**src/rtl/pd_pkg.sv**
```systemverilog
package pd_pkg;
  localparam int DIG_W = 4;
  typedef logic [DIG_W-1:0] digit_t;
  localparam digit_t DEC_MAX = 4'd9;
  typedef enum logic [1:0] {RUN_DIVIDE, RUN_FIXED, RUN_PRESET} run_kind_e;
endpackage

```
**src/rtl/pd_mode_decode.sv**
```systemverilog
module pd_mode_decode
  import pd_pkg::*;
(
  input  logic [2:0] mode_sel,
  input  digit_t     preset_low,
  output run_kind_e  kind,
  output digit_t     low_max,
  output digit_t     top_max,
  output digit_t     low_load,
  output digit_t     top_load
);
  logic [2:0] low_bits;
  digit_t     low_mask;

  // mode code to low-stage modulus and bit split
  always_comb begin
    kind     = RUN_DIVIDE;
    low_bits = 3'd4;
    low_max  = 4'd9;
    case (mode_sel)
      3'b011: low_bits = 3'd4;
      3'b001: begin low_bits = 3'd3; low_max = 4'd7; end
      3'b110: begin low_bits = 3'd3; low_max = 4'd4; end
      3'b101: begin low_bits = 3'd2; low_max = 4'd3; end
      3'b111: begin low_bits = 3'd1; low_max = 4'd1; end
      3'b010: kind = RUN_FIXED;
      default: kind = RUN_PRESET;
    endcase
  end

  // spare low-nibble bits feed the thousands stage
  assign low_mask = digit_t'((5'd1 << low_bits) - 5'd1);
  assign top_max  = digit_t'(4'hF >> low_bits);
  assign low_load = (kind == RUN_FIXED) ? DEC_MAX : (preset_low & low_mask);
  assign top_load = (kind == RUN_FIXED) ? digit_t'(0) : digit_t'(preset_low >> low_bits);
endmodule

```
**src/rtl/pd_digit.sv**
```systemverilog
module pd_digit
  import pd_pkg::*;
(
  input  logic   clk,
  input  logic   rst_n,
  input  logic   load,
  input  digit_t load_val,
  input  digit_t max_val,
  input  logic   dec_en,
  output digit_t val,
  output logic   is_zero
);
  digit_t clamped;

  // out-of-range preset digits saturate at the stage maximum
  assign clamped = (load_val > max_val) ? max_val : load_val;
  assign is_zero = (val == digit_t'(0));

  always_ff @(posedge clk or negedge rst_n) begin
    if (!rst_n)      val <= '0;
    else if (load)   val <= clamped;
    else if (dec_en) val <= is_zero ? max_val : val - digit_t'(1);
  end

  assert_digit_range_R4: assert property (@(posedge clk) disable iff (!rst_n)
    dec_en |-> (val <= max_val));

  assert_digit_wrap_R3: assert property (@(posedge clk) disable iff (!rst_n)
    (dec_en && is_zero) |=> (val == $past(max_val)));

  assert_digit_idle_R8: assert property (@(posedge clk) disable iff (!rst_n)
    (!dec_en && !load) |=> $stable(val));
endmodule

```
**src/rtl/pd_pulse_latch.sv**
```systemverilog
module pd_pulse_latch (
  input  logic clk,
  input  logic rst_n,
  input  logic term,
  input  logic hold_en,
  input  logic preset_mode,
  output logic out_q
);
  always_ff @(posedge clk or negedge rst_n) begin
    if (!rst_n)           out_q <= 1'b0;
    else if (preset_mode) out_q <= 1'b0;
    else if (term)        out_q <= 1'b1;
    else if (hold_en)     out_q <= out_q;
    else                  out_q <= 1'b0;
  end

  assert_latch_hold_R7: assert property (@(posedge clk) disable iff (!rst_n)
    (out_q && hold_en && !preset_mode) |=> out_q);

  assert_preset_clear_R8: assert property (@(posedge clk) disable iff (!rst_n)
    preset_mode |=> !out_q);

  assert_release_R9: assert property (@(posedge clk) disable iff (!rst_n)
    (out_q && !hold_en && !term) |=> !out_q);
endmodule

```
**src/rtl/prog_divider.sv**
```systemverilog
module prog_divider
  import pd_pkg::*;
#(
  parameter int NUM_DEC = 3,
  localparam int PW = DIG_W * (NUM_DEC + 1)
) (
  input  logic          clk,
  input  logic          rst_n,
  input  logic [2:0]    mode_sel,
  input  logic          hold_en,
  input  logic [PW-1:0] preset,
  output logic          pulse_out
);
  localparam int NUM_STG = NUM_DEC + 2;
  localparam int TOP     = NUM_STG - 1;

  run_kind_e kind;
  digit_t    low_max, top_max, low_load, top_load;

  pd_mode_decode u_dec (
    .mode_sel   (mode_sel),
    .preset_low (preset[DIG_W-1:0]),
    .kind       (kind),
    .low_max    (low_max),
    .top_max    (top_max),
    .low_load   (low_load),
    .top_load   (top_load)
  );

  // first counting edge after reset or hold reloads the chain
  logic was_idle;
  always_ff @(posedge clk or negedge rst_n) begin
    if (!rst_n) was_idle <= 1'b1;
    else        was_idle <= (kind == RUN_PRESET);
  end

  digit_t             stg_val  [NUM_STG];
  digit_t             stg_max  [NUM_STG];
  digit_t             stg_load [NUM_STG];
  logic [NUM_STG-1:0] stg_zero;
  logic [NUM_STG-1:0] borrow;
  logic               chain_load;
  logic               term;
  logic               upper_zero;

  generate
    for (genvar g = 0; g < NUM_STG; g++) begin : g_stage
      if (g == 0) begin : g_low
        assign stg_max[g]  = low_max;
        assign stg_load[g] = low_load;
      end else if (g == TOP) begin : g_top
        assign stg_max[g]  = top_max;
        assign stg_load[g] = top_load;
      end else begin : g_dec
        assign stg_max[g]  = DEC_MAX;
        assign stg_load[g] = (kind == RUN_FIXED) ? DEC_MAX : preset[g*DIG_W +: DIG_W];
      end
      if (g < TOP) begin : g_borrow
        assign borrow[g+1] = borrow[g] & stg_zero[g];
      end
      pd_digit u_digit (
        .clk      (clk),
        .rst_n    (rst_n),
        .load     (chain_load),
        .load_val (stg_load[g]),
        .max_val  (stg_max[g]),
        .dec_en   (borrow[g]),
        .val      (stg_val[g]),
        .is_zero  (stg_zero[g])
      );
    end
  endgenerate

  assign upper_zero = &stg_zero[NUM_STG-1:1];

  always_comb begin
    case (kind)
      RUN_DIVIDE: term = upper_zero & (stg_val[0] <= digit_t'(1)) & !was_idle;
      RUN_FIXED:  term = upper_zero & stg_zero[0] & !was_idle;
      default:    term = 1'b0;
    endcase
  end

  // divide modes reload at the count of one; the fixed chain wraps through zero
  assign chain_load = was_idle | (kind == RUN_PRESET) | ((kind == RUN_DIVIDE) & term);
  assign borrow[0]  = !chain_load;

  pd_pulse_latch u_out (
    .clk         (clk),
    .rst_n       (rst_n),
    .term        (term),
    .hold_en     (hold_en),
    .preset_mode (kind == RUN_PRESET),
    .out_q       (pulse_out)
  );

  assert_single_pulse_R3: assert property (@(posedge clk) disable iff (!rst_n)
    ((kind == RUN_DIVIDE) && !hold_en && $rose(pulse_out)) |=> !pulse_out);
endmodule

```
**config.mk**
```make
export PLATFORM = sky130hd
export DESIGN_NAME = prog_divider
export DESIGN_NICKNAME = d
export VERILOG_FILES = /design/src/rtl/pd_pkg.sv /design/src/rtl/pd_mode_decode.sv /design/src/rtl/pd_digit.sv /design/src/rtl/pd_pulse_latch.sv /design/src/rtl/prog_divider.sv
export SDC_FILE = /design/constraint.sdc
export NUM_CORES = 1
export LEC_CHECK = 0
export BUFFER_PORTS_ARGS = -buffer_cell sky130_fd_sc_hd__buf_4
export CAP_MARGIN = 25
export CORE_MARGIN = 4
export CORE_UTILIZATION = 33
export CTS_CLUSTER_DIAMETER = 50
export DETAILED_ROUTE_END_ITERATION = 6
export PLACE_DENSITY = 0.59
export SETUP_SLACK_MARGIN = 0.1
export SYNTH_ARGS = -nofsm -noshare
export SYNTH_HDL_FRONTEND = slang
export SYNTH_SLANG_ARGS = --single-unit
```
**constraint.sdc**
```tcl
create_clock -name clk -period 2.55 [get_ports clk]
set_input_delay 0.51 -clock clk [delete_from_list [all_inputs] [get_ports clk]]
set_output_delay 0.51 -clock clk [all_outputs]
set_load 0.01 [all_outputs]
```
==> flow_metrics.env <==
export IMPL_status="complete, no violations"
export IMPL_postSynthCellCount=211
export IMPL_crit_type="in2reg"
export IMPL_crit_family="simple AND/OR/NAND/NOR gates"
export IMPL_dieWidth_um=81.9
export IMPL_min_path_type="in2async"
export IMPL_ys_types=54
export IMPL_clkSinkCount=22
export IMPL_cp_data_arrival_time_ns=2.43
export IMPL_rsz0062_at_grt="false"
export IMPL_startpoint="mode_sel[1]"
export IMPL_fp_row_count=26
export IMPL_worstPathRequired_ns=2.70
export IMPL_drtIter0Drc=49
export IMPL_period_needed_ns=2.28
export IMPL_timing_final_crit_share=0.893
export IMPL_pwr_density_cell_nw_per_um2=572
export IMPL_dieArea_um2=6700
export IMPL_swShare=0.357
export IMPL_timing_rr_start="g_stage[0].u_digit.val[0]"
export IMPL_drive_above_1_share=0.246
export IMPL_grt_start_max_net_pins=23
export IMPL_path_cells="buf_4 -> or3b_1 -> and3_1 -> ha_1 -> nand4_1 -> o21ai_0 -> a21oi_2 -> mux2_4 -> a221o_1"
export IMPL_final_util=0.424
export IMPL_fmax_mhz=439
export IMPL_grt_pass1_vias=1709
export IMPL_power_switching_uw=451
export IMPL_synth_area_leaders="dfrtp_1 (29%), ha_1 (9.0%), a21oi_1 (5.0%), o21ai_0 (4.2%), nor2_1 (4.0%)"
export IMPL_startpoint_type="input port"
export IMPL_yosys_area_top_type="dfrtp_1"
export IMPL_hpwl_mm=3.32
export IMPL_track_usage=0.139
export IMPL_yosysMostFrequentCell="dfrtp_1"
export IMPL_pwr_share_comb=0.411
export IMPL_ctsHoldBuffers=0
export IMPL_yosys_warnings=0
export IMPL_antennaDiodeCount=0
export IMPL_power_uw=1260
export IMPL_finClkSkew_ns=0.00170
export IMPL_first_pass_iters=4
export IMPL_synth_edf_count=0
export IMPL_routedWlPerCell_um=13.4
export IMPL_clock_root_buffer="clkbuf_8"
export IMPL_syn_nets=246
export IMPL_syn_area_um2=1800
export IMPL_max_stage_delay_ns=0.42
export IMPL_synthToLayoutAreaGrowth_pct=22.4
export IMPL_synth_common_cells="dfrtp_1 (21), nor2_1 (19), a21oi_1 (18)"
export IMPL_final_hold_viol_count=0
export IMPL_seqPwrFrac=0.390
export IMPL_synth_ff_type="dfrtp_1"
export IMPL_setup_viol=0
export IMPL_end_kind="register"
export IMPL_num_vias=1663
export IMPL_drc_errors=0
export IMPL_pin_count=23
export IMPL_internal_power_uw=811
export IMPL_synth_area_per_cell_um2=8.53
export IMPL_die_h_um=81.9
export IMPL_grt_pass1_wl_mm=7.43
export IMPL_drv_cap=0
export IMPL_antenna_found_initial=0
export IMPL_port_buffers=22
export IMPL_critPathBufInv=1
export IMPL_numCtsBuffers=3
export IMPL_path_max_fanout=9
export IMPL_route_final_wire_length_mm=4.21
export IMPL_post_cts_resized=0
export IMPL_clk_path_buf_depth=2
export IMPL_clk_pin_slew_ns=0.08
export IMPL_ant_nets=0
export IMPL_cts_setup_buffers=0
export IMPL_ys_ff_latch=22
export IMPL_maxSlewViolCount=0
export IMPL_htree_levels=1
export IMPL_async_flop_share=1.00
export IMPL_p_leak_uw=0.000964
export IMPL_clock_latency_ns=0.26
export IMPL_cpMaxStageDelayCell="or3b_1"
export IMPL_coreArea_um2=5200
export IMPL_tritoncts="done"
export IMPL_viasPerCell=5.30
export IMPL_place_gp_congestion=0.836
export IMPL_synth_top_area_frac=0.292
export IMPL_ir_drop_uv=239
export IMPL_tns_ns=0
export IMPL_power_share_clock=0.199
export IMPL_overflow=0
export IMPL_nets=280
export IMPL_seq_area_frac_synth=0.306
export IMPL_start_util=0.346
[cells in the final DEF, fill, tap and decap left out, types with 2 or more instances in the layout]
cell type	n
nor3_1	13
a21o_1	2
inv_1	8
nand3_1	2
a31oi_1	4
o211ai_1	2
mux2i_1	3
clkbuf_8	4
nor3b_1	3
o21ai_0	14
o32a_1	2
a21oi_1	17
nor2b_1	7
xnor2_1	4
and3_1	3
nand4_1	2
nand2_1	12
o31ai_1	2
nor4_1	3
conb_1	2
buf_4	39
nor2_1	19
o2bb2ai_1	5
dfrtp_1	21
o21a_1	2
ha_1	12
a221oi_1	2
a22oi_1	2
or2_2	3
[worst register-to-register path, delay by kind of cell (launching register included)]
family / cells / cell delay, ns
AOI/OAI and AO/OA: 2 / 0.45
adders and majority gates: 1 / 0.22
buffers and inverters: 1 / 0.08
DFF: 1 / 0.37
muxes: 1 / 0.32
and+or+nand+nor: 2 / 0.55
[power groups by stage]
stage	Sequential [uW]	Combinational (uW)	Clock (uW)
after global routing	504	595	271
final	493	518	250
after detailed placement	498	519	0
after floorplan	483	375	0
after CTS	492	523	260
after global placement	498	513	0
[sequential cells by signal, summed over array words and instances (netlist names)]
register / cells
u_out.out_q: 1
was_idle: 1
g_stage.u_digit.val: 20
[routing by layer]
metal	global-route usage	wire, um	part of all wire
met5	0	0	0
met4	0.0449	51	0.012
met3	0.0164	212	0.050
met2	0.239	1900	0.45
met1	0.179	2040	0.48
[area by class of cell]
| type | instances | area, um^2 |
|---|---|---|
| repair buffers | 39 | 293 |
| multi-input cells | 171 | 1190 |
| flip-flops and latches | 22 | 552 |
| inverters | 8 | 30.0 |
| fillers | 534 | 3000 |
| clock buffers | 4 | 55.1 |
| well taps | 70 | 87.6 |
[path summary, 6_finish.rpt]
kind                                                  end  slack, ns  cells past startpoint
worst min register to register                u_out.out_q       0.53                      2
max in group asynchronous                        was_idle       2.14                      1
worst min-delay path            g_stage[4].u_digit.val[1]       0.13                      1
worst max-delay path            g_stage[0].u_digit.val[0]       0.27                      9
worst max register to register  g_stage[0].u_digit.val[0]       0.44                      7
min in group clk                g_stage[1].u_digit.val[2]       0.46                      2
[cells by family after synthesis]
kind of cell | Yosys count | share of synthesized area
muxes | 4 | 0.0250
and+or+nand+nor | 81 | 0.254
AOI/OAI and AO/OA | 66 | 0.243
adders and majority gates | 13 | 0.0903
buffers and inverters | 18 | 0.0521
other | 2 | 0.00417
xor gates and xnor gates | 5 | 0.0243
DFF | 22 | 0.306
[metrics by stage]
step / cell area, um^2 / hold slack (ns) / cells / setup WS, ns
finish: 2200 / 0.128 / 314 / 0.272
global route: 2200 / 0.147 / 314 / 0.153
CTS: 2200 / 0.132 / 314 / 0.287
detailed placement: 2150 / 0.421 / 310 / 0.0122
global placement: 2150 / 0.419 / 310 / 0.0438
floorplan: 1840 / 0.214 / 211 / 0.105
Power figures use the tool's default switching activity.
